## src/rtl/hsmac_pkg.sv

```systemverilog
package hsmac_pkg;

    typedef enum logic [0:0] {
        ST_IDLE   = 1'b0,
        ST_RESULT = 1'b1
    } hsmac_state_t;

    typedef enum logic [0:0] {
        MODE_MUL = 1'b0,
        MODE_ACC = 1'b1
    } hsmac_mode_t;

endpackage

```

## src/rtl/hsmac_halfsel.sv

```systemverilog
module hsmac_halfsel #(
    parameter int DATA_W = 32,
    localparam int HALF_W = DATA_W / 2
) (
    input  logic [DATA_W-1:0] word_i,
    input  logic              sel_hi_i,
    output logic [HALF_W-1:0] half_o
);

    always_comb begin
        if (sel_hi_i) half_o = word_i[DATA_W-1:HALF_W];
        else          half_o = word_i[HALF_W-1:0];
    end

endmodule

```

## src/rtl/hsmac_mul.sv

```systemverilog
module hsmac_mul #(
    parameter int DATA_W = 32,
    localparam int HALF_W = DATA_W / 2
) (
    input  logic [HALF_W-1:0] fa_i,
    input  logic [HALF_W-1:0] fb_i,
    output logic [DATA_W-1:0] prod_o
);

    logic signed [DATA_W-1:0] prod_s;

    always_comb begin
        prod_s = $signed(fa_i) * $signed(fb_i);
        prod_o = prod_s;
    end

    // the product of two halves never carries its two top bits apart
    always_comb begin
        assert (prod_o[DATA_W-1] == prod_o[DATA_W-2] || prod_o == {2'b01, {(DATA_W-2){1'b0}}})
            else $error("AST_PRODUCT_FITS violated");
    end

endmodule

```

## src/rtl/hsmac_acc.sv

```systemverilog
module hsmac_acc #(
    parameter int DATA_W = 32
) (
    input  logic [DATA_W-1:0] prod_i,
    input  logic [DATA_W-1:0] addend_i,
    output logic [DATA_W-1:0] sum_o,
    output logic              ovf_o
);

    logic sp, sa, ss;

    always_comb begin
        sum_o = prod_i + addend_i;
        sp    = prod_i[DATA_W-1];
        sa    = addend_i[DATA_W-1];
        ss    = sum_o[DATA_W-1];
        ovf_o = (sp == sa) && (ss != sp);
    end

endmodule

```

## src/rtl/hsmac_qflag.sv

```systemverilog
module hsmac_qflag (
    input  logic clk,
    input  logic rst_n,
    input  logic set_i,
    input  logic wr_en_i,
    input  logic wr_data_i,
    output logic q_o
);

    logic q_r;

    always_ff @(posedge clk) begin
        if (!rst_n)       q_r <= 1'b0;
        else if (set_i)   q_r <= 1'b1;
        else if (wr_en_i) q_r <= wr_data_i;
    end

    assign q_o = q_r;

    AST_Q_STICKY: assert property (@(posedge clk) disable iff (!rst_n)
        (q_r && !wr_en_i) |=> q_r);
    AST_SET_WINS: assert property (@(posedge clk) disable iff (!rst_n)
        (set_i && wr_en_i) |=> q_r);
    AST_NO_SPURIOUS_SET: assert property (@(posedge clk) disable iff (!rst_n)
        (!q_r && !set_i && !wr_en_i) |=> !q_r);

endmodule

```

## src/rtl/hsmac_unit.sv

```systemverilog
module hsmac_unit #(
    parameter int DATA_W = 32,
    localparam int HALF_W = DATA_W / 2
) (
    input  logic              clk,
    input  logic              rst_n,
    input  logic              op_valid,
    input  logic              cond_pass,
    input  logic              acc_mode,
    input  logic              sel_a_hi,
    input  logic              sel_b_hi,
    input  logic [DATA_W-1:0] opnd_a,
    input  logic [DATA_W-1:0] opnd_b,
    input  logic [DATA_W-1:0] addend,
    output logic [DATA_W-1:0] res_data,
    output logic              res_valid,
    input  logic              q_wr_en,
    input  logic              q_wr_data,
    output logic              q_flag
);

    import hsmac_pkg::*;

    hsmac_state_t       state, state_nx;
    hsmac_mode_t        mode;
    logic               fire;
    logic [HALF_W-1:0]  half_a, half_b;
    logic [DATA_W-1:0]  prod, sum, res_r;
    logic               ovf, q_set;

    hsmac_halfsel #(.DATA_W(DATA_W)) u_sel_a (
        .word_i(opnd_a), .sel_hi_i(sel_a_hi), .half_o(half_a));
    hsmac_halfsel #(.DATA_W(DATA_W)) u_sel_b (
        .word_i(opnd_b), .sel_hi_i(sel_b_hi), .half_o(half_b));

    hsmac_mul #(.DATA_W(DATA_W)) u_mul (
        .fa_i(half_a), .fb_i(half_b), .prod_o(prod));

    hsmac_acc #(.DATA_W(DATA_W)) u_acc (
        .prod_i(prod), .addend_i(addend), .sum_o(sum), .ovf_o(ovf));

    always_comb begin
        fire  = op_valid && cond_pass;
        mode  = acc_mode ? MODE_ACC : MODE_MUL;
        q_set = fire && (mode == MODE_ACC) && ovf;
    end

    hsmac_qflag u_q (
        .clk(clk), .rst_n(rst_n), .set_i(q_set),
        .wr_en_i(q_wr_en), .wr_data_i(q_wr_data), .q_o(q_flag));

    // state register
    always_ff @(posedge clk) begin
        if (!rst_n) state <= ST_IDLE;
        else        state <= state_nx;
    end

    always_comb begin
        state_nx = ST_IDLE;
        unique case (state)
            ST_IDLE:   state_nx = fire ? ST_RESULT : ST_IDLE;
            ST_RESULT: state_nx = fire ? ST_RESULT : ST_IDLE;
            default:   state_nx = ST_IDLE;
        endcase
    end

    // result register
    always_ff @(posedge clk) begin
        if (!rst_n) res_r <= '0;
        else if (fire) begin
            unique case (mode)
                MODE_MUL: res_r <= prod;
                MODE_ACC: res_r <= sum;
                default:  res_r <= prod;
            endcase
        end
    end

    // output process
    always_comb begin
        res_data  = res_r;
        res_valid = 1'b0;
        unique case (state)
            ST_IDLE:   res_valid = 1'b0;
            ST_RESULT: res_valid = 1'b1;
            default:   res_valid = 1'b0;
        endcase
    end

    AST_VALID_AFTER_FIRE: assert property (@(posedge clk) disable iff (!rst_n)
        (op_valid && cond_pass) |=> res_valid);
    AST_NO_VALID_WITHOUT_PASS: assert property (@(posedge clk) disable iff (!rst_n)
        !(op_valid && cond_pass) |=> !res_valid);
    AST_HOLD_RESULT: assert property (@(posedge clk) disable iff (!rst_n)
        !(op_valid && cond_pass) |=> $stable(res_data));
    AST_MUL_KEEPS_Q: assert property (@(posedge clk) disable iff (!rst_n)
        (!acc_mode && !q_wr_en) |=> $stable(q_flag));
    AST_SKIP_KEEPS_Q: assert property (@(posedge clk) disable iff (!rst_n)
        (!cond_pass && !q_wr_en) |=> $stable(q_flag));

endmodule

```

## config.mk

```make
export PLATFORM = sky130hd
export DESIGN_NAME = hsmac_unit
export DESIGN_NICKNAME = d
export VERILOG_FILES = /design/src/rtl/hsmac_pkg.sv /design/src/rtl/hsmac_halfsel.sv /design/src/rtl/hsmac_mul.sv /design/src/rtl/hsmac_acc.sv /design/src/rtl/hsmac_qflag.sv /design/src/rtl/hsmac_unit.sv
export SDC_FILE = /design/constraint.sdc
export NUM_CORES = 1
export LEC_CHECK = 0
export BUFFER_PORTS_ARGS = -buffer_cell sky130_fd_sc_hd__buf_4
export CAP_MARGIN = 20
export CORE_ASPECT_RATIO = 1.25
export CORE_MARGIN = 2
export CORE_UTILIZATION = 65
export CTS_CLUSTER_DIAMETER = 120
export DETAILED_ROUTE_END_ITERATION = 8
export PLACE_DENSITY = 0.95
export SLEW_MARGIN = 20
export SYNTH_ARGS = -nofsm -noshare
export SYNTH_HDL_FRONTEND = slang
export SYNTH_SLANG_ARGS = --single-unit
```

## constraint.sdc

```tcl
create_clock -name clk -period 13.1 [get_ports clk]
set_input_delay 0.655 -clock clk [delete_from_list [all_inputs] [get_ports clk]]
set_output_delay 0.655 -clock clk [all_outputs]
set_load 0.05 [all_outputs]
```

# --- Yosys cells after proc, flatten, opt, wreduce, memory -nomap -nowiden ---
# Cells that the tools add are included.
word_totals:
  regBits: 34
  output_inout_bits: 34
  word_cells: 22
classes:
  n_addsub: 1
  multipliers: 1
  n_eq_ne: 2
  mux: 8
  bitwise_logic: 2
  reduce_logical: 5
op_table:
  columns: ["cell", "n"]
  rows:
  - ["$pmux W32 S2", 1]
  - ["$add A32 B32 Y32", 1]
  - ["$mul A16 B16 Y32", 1]
  - ["$mux W16", 2]
  - ["$logic_and A1 B1 Y1", 4]
  - ["$mux W1", 4]
  - ["$not A1 Y1", 2]
  - ["$pmux W1 S2", 1]
  - ["$reduce_bool A2 Y1", 1]
  - ["$eq A1 B1 Y1", 1]
  - ["$ne A1 B1 Y1", 1]

# --- Logic depth before layout (Yosys ltp) ---
depth:
  depth_word: 7
  depth_mapped: 35
  depth_no_buf: 33

# --- By module ---
# From an unflattened synthesis, not the netlist that was laid out.
unflattened:
  hier_cells: 1560
  hier_area_um2: 14106.0
modules_own_cells:
  columns: ["mod", "n_inst", "cells_each", "area_each_um2"]
  rows:
  - ["hsmac_mul", 1, 1103, 9937.0]
  - ["hsmac_acc", 1, 266, 1931.9]
  - ["hsmac_unit", 1, 152, 1700.4]
  - ["hsmac_halfsel", 2, 18, 249.0]
  - ["hsmac_qflag", 1, 3, 38.8]

# --- Least setup slack after synthesis ---
# No wires, ideal clock.
synth_timing:
  path_kind: "input port to flip-flop"
  startpoint: "in sel_b_hi"
  endpoint: "reg res_r[31], in the netlist res_data[31]"
  arrival_time_ps: 8977
  t_required_ps: 13026
  setup_slack_ps: 4049
  cell_stages: 34
  path_buffers: 3
  path_cell_list: "clkbuf_1 -> clkbuf_1 -> buf_1 -> mux2i_1 -> nor2_1 -> fa_1 -> inv_1 -> fa_1 -> inv_1 -> fa_1 -> fa_1 -> fa_1 -> inv_1 -> fa_1 -> inv_1 -> ha_1 -> a21o_1 -> a31o_1 -> a211oi_4 -> a21boi_0 -> o21ai_0 -> a21bo_2 -> mux2i_1 -> nand2_1 -> ha_1 -> nand2_1 -> nor2_1 -> nand2_1 -> a211oi_1 -> o21ai_0 -> a41o_1 -> xnor2_1 -> a21o_2 -> a31oi_1"
synth_between:
  elab_chain_cells: 4
synth_lines:
  columns: ["item", "line_no", "text"]
  rows:
  - ["start: declaration", "hsmac_unit.sv:11", "input logic sel_b_hi,"]
  - ["$mux W16 (*)", "hsmac_halfsel.sv:11", "if (sel_hi_i) half_o = word_i[DATA_W-1:HALF_W];"]
  - ["$mul A16 B16 Y32 (*)", "hsmac_mul.sv:13", "prod_s = $signed(fa_i) * $signed(fb_i);"]
  - ["$add A32 B32 Y32", "hsmac_acc.sv:13", "sum_o = prod_i + addend_i;"]
  - ["$pmux W32 S2 (*)", "hsmac_unit.sv:71", "unique case (mode)"]
  - ["end signal: assignment", "hsmac_unit.sv:72", "MODE_MUL: res_r <= prod;"]
  - ["end signal: assignment", "hsmac_unit.sv:73", "MODE_ACC: res_r <= sum;"]
  - ["end signal: assignment", "hsmac_unit.sv:74", "default: res_r <= prod;"]
  - ["end: declaration", "hsmac_unit.sv:28", "logic [DATA_W-1:0] prod, sum, res_r;"]
# Mark *: on every way between the ends. The rest lies on a longest branch, timed or not.
# A chain may end at the register's enable or synchronous reset.

# --- Final worst setup path ---
layout_timing:
  startpoint: "in sel_a_hi"
  endpoint: "reg res_r[31], in the netlist res_data[31]"
layout_between:
  elab_chain_cells: 4
layout_lines:
  columns: ["item", "line_no", "text"]
  rows:
  - ["start: declaration", "hsmac_unit.sv:10", "input logic sel_a_hi,"]
  - ["$mux W16 (*)", "hsmac_halfsel.sv:11", null]
  - ["$mul A16 B16 Y32 (*)", "hsmac_mul.sv:13", null]
  - ["$add A32 B32 Y32", "hsmac_acc.sv:13", null]
  - ["$pmux W32 S2 (*)", "hsmac_unit.sv:71", null]
# Marks and branches as above.

==> results.txt <==
Resized Gates After CTS: 0
CTS tree: yes
Via count: 11,440
Die ar.: 21,250 µm²
Die H: 162.5 µm
Initial antenna violation count: 0
EDFF count, synth: 0
Ranking of synthesized cells by area: fa_1 40%, ha_1 11%, inv_1 9.1%, dfxtp_1 5.2%, nand2_1 5.0%
Startpoint types: input port
Antenna Nets Post-Route: 0
Minimum clock period after layout: 9.495 ns
Cells after Synth: 1,525
Post-synth top cells: 316 x inv_1, 263 x fa_1, 173 x nand2_1
Library cells used by synthesis: 61
Gr usage total: 35.48%
Register area share after synthesis: 5.212%
Root buf cell: clkbuf_16
Routed vias/inst: 5.971
Count leader, synth: inv_1
Gpl congestion: 0.9834
Fin area: 14,530 µm²
Non-filler cells, final: 1,915
TNS Setup: 0 ns
Total gr overflow: 0
Cell count after placement: 1,908
Final nets: 2,131
Syn nets: 2,006
Avg Cell Area, Syn: 8.563 µm²
Number of diodes: 0
Worst Path Max Fanout: 31
Core Box Area: 19,540 µm²
Slowest-stage cell, CP: mux2i_1
Vias in the first global route: 12,520
HPWL after detailed placement: 30.50 mm
Wire length per cell: 18.71 µm
Number of remaining DRC errors: 0
Input/output buffers: 138
Clock skew: 0 ns
Setup violators final: 0
Crit path buffers/inverters: 5
Initial Utilization: 66.83%
Worst-skew pair later-pin latency: 0.28 ns
Max Clock Freq: 0.1053 GHz
CTS Buf Count: 5
Synthesized flop and latch total: 34
CP endpoint kind: register
Yosys warnings: 0
R2R depth: 2
Hold depth: 2
Worst hold endpoint: res_data[15]
CP peak stage delay: 0.93 ns
Clock sinks: 34
CP Data Required Time: 13.30 ns
Post-Route WL: 35.84 mm
Worst-path clk slew: 0.06 ns
Post-synth top area share: 40.32%
Pre-antenna DRT Iters: 8
Layout cell share with drive strength beyond 1: 12.12%
Hold path startpoint: res_data[15]
Clk buf depth: 2
Layout Area Growth over Synthesis: 11.24%
IO Pins: 139
R2r endpoint: res_data[17]
Site Rows: 57
R2r startpoint: res_data[17]
MaxCap Viol Count: 0
Post-synth top flop: dfxtp_1
Most used cell, CP: fa_1
Slew Limit Fails: 0
Async set-or-reset flop fraction in the synthesized netlist: 0%
Hold_buf cts: 0
RSZ-0062 raised after global routing: false
Largest net degree at the start of global routing: 47
H-Tree Depth: 2
Worst-Margin Slew: 1.067 ns
Status: completed
Starting DRC count in detailed routing: 938
Crit Path Category: input port to register
Die Wd: 130.8 µm
CP arrival: 9.70 ns
Tcrit/Tclk final: 72.48%
CP top delay family: adder cells
R2R Setup Slk: 12.32 ns
Area post-placement: 14,390 µm²
Max_slew headroom: 26.84%
First-pass GRT wire length: 59.66 mm
Post-CTS Setup Repair Bufs: 0
HP Class: register to register
Hold Vio Cnt, Final: 0
Post-synth top area cell: fa_1
Mapped cell area: 13,060 µm²
-- through the flow --
| step | hold slack [ns] | utilization, % | worst slack [ns] |
|---|---|---|---|
| 2_1_floorplan | 0.6713 | - | 4.049 |
| 3_3_place_gp | 0.4514 | 73.65 | 4.134 |
| 3_5_place_dp | 0.4530 | 73.65 | 3.639 |
| 4_1_cts | 0.4661 | 74.34 | 3.892 |
| 5_1_grt | 0.5136 | 74.34 | 3.154 |
| 6_report | 0.4696 | 74.34 | 3.605 |
-- cells in the final DEF, fill, tap and decap left out, drive strengths merged, types with 3 or more instances in the layout --
| cell | count |
|---|---|
| o211ai | 9 |
| o21ai | 44 |
| nand2b | 15 |
| nand4 | 5 |
| o21a | 5 |
| nor4 | 4 |
| fa | 263 |
| o31ai | 3 |
| dfxtp | 34 |
| mux2i | 40 |
| a211o | 4 |
| a21oi | 65 |
| mux2 | 27 |
| nor3 | 10 |
| ha | 113 |
| xor2 | 13 |
| inv | 317 |
| and2 | 8 |
| a21o | 18 |
| buf | 149 |
| a211oi | 25 |
| nor2b | 4 |
| o221ai | 4 |
| nor3b | 4 |
| clkbuf | 5 |
| or2 | 9 |
| nand3 | 15 |
| nor2 | 172 |
| xnor2 | 43 |
| nand2 | 173 |
| o21bai | 8 |
| a31o | 3 |
| a31oi | 12 |
-- worst register-to-register path: cells and delay by family, from the launching register on --
| kind | cells | cell delay (ns) |
|---|---|---|
| AO/OA/AOI/OAI | 2 | 0.30 |
| flip-flops | 1 | 0.33 |
-- worst max-delay path by stage --
stage / startpoint / depth (start not counted) / endpoint
floorplan: sel_b_hi / 34 / res_data[31]
global placement: sel_a_hi / 32 / res_data[31]
detailed placement: sel_a_hi / 32 / res_data[31]
CTS: sel_a_hi / 32 / res_data[31]
global route: sel_b_hi / 32 / res_data[31]
finish: sel_a_hi / 32 / res_data[31]
-- state kept, by name, indices dropped and copies added, names as in the netlist --
signal	count
res_data	32
state	1
u_q.q_o	1
-- area by class of cell --
class                      count  area (µm²)
fill                        1341        5015
clock buffer                   5       125.1
sequential                    34       680.7
timing repair buffer         149        1119
tap                          265       331.6
multi-input combinational   1143       11070
clock inverter                 2       10.01
inverter                     317        1190
-- per-layer routing --
layer	wire length, µm	track usage [%]
met1	12980	45.00
met2	17270	58.78
met3	3575	6.866
met4	2012	16.20
met5	0	0
-- cells by family (layout without fill, tap and decap cells) --
kind of cell               count (synthesis)  after routing  synth area share [%]
adders and majority gates                376            376                 51.14
DFF                                       34             34                 5.212
buffers and inverters                    348            473                 10.01
muxes                                     67             67                 5.394
AOI/OAI and AO/OA                        219            219                 10.85
xor gates and xnor gates                  56             56                 3.813
and+or+nand+nor                          425            425                 13.58
Power is left out: the tool's default activity adds up to more than one toggle a clock period on the data nets, which glitch-free logic cannot reach.
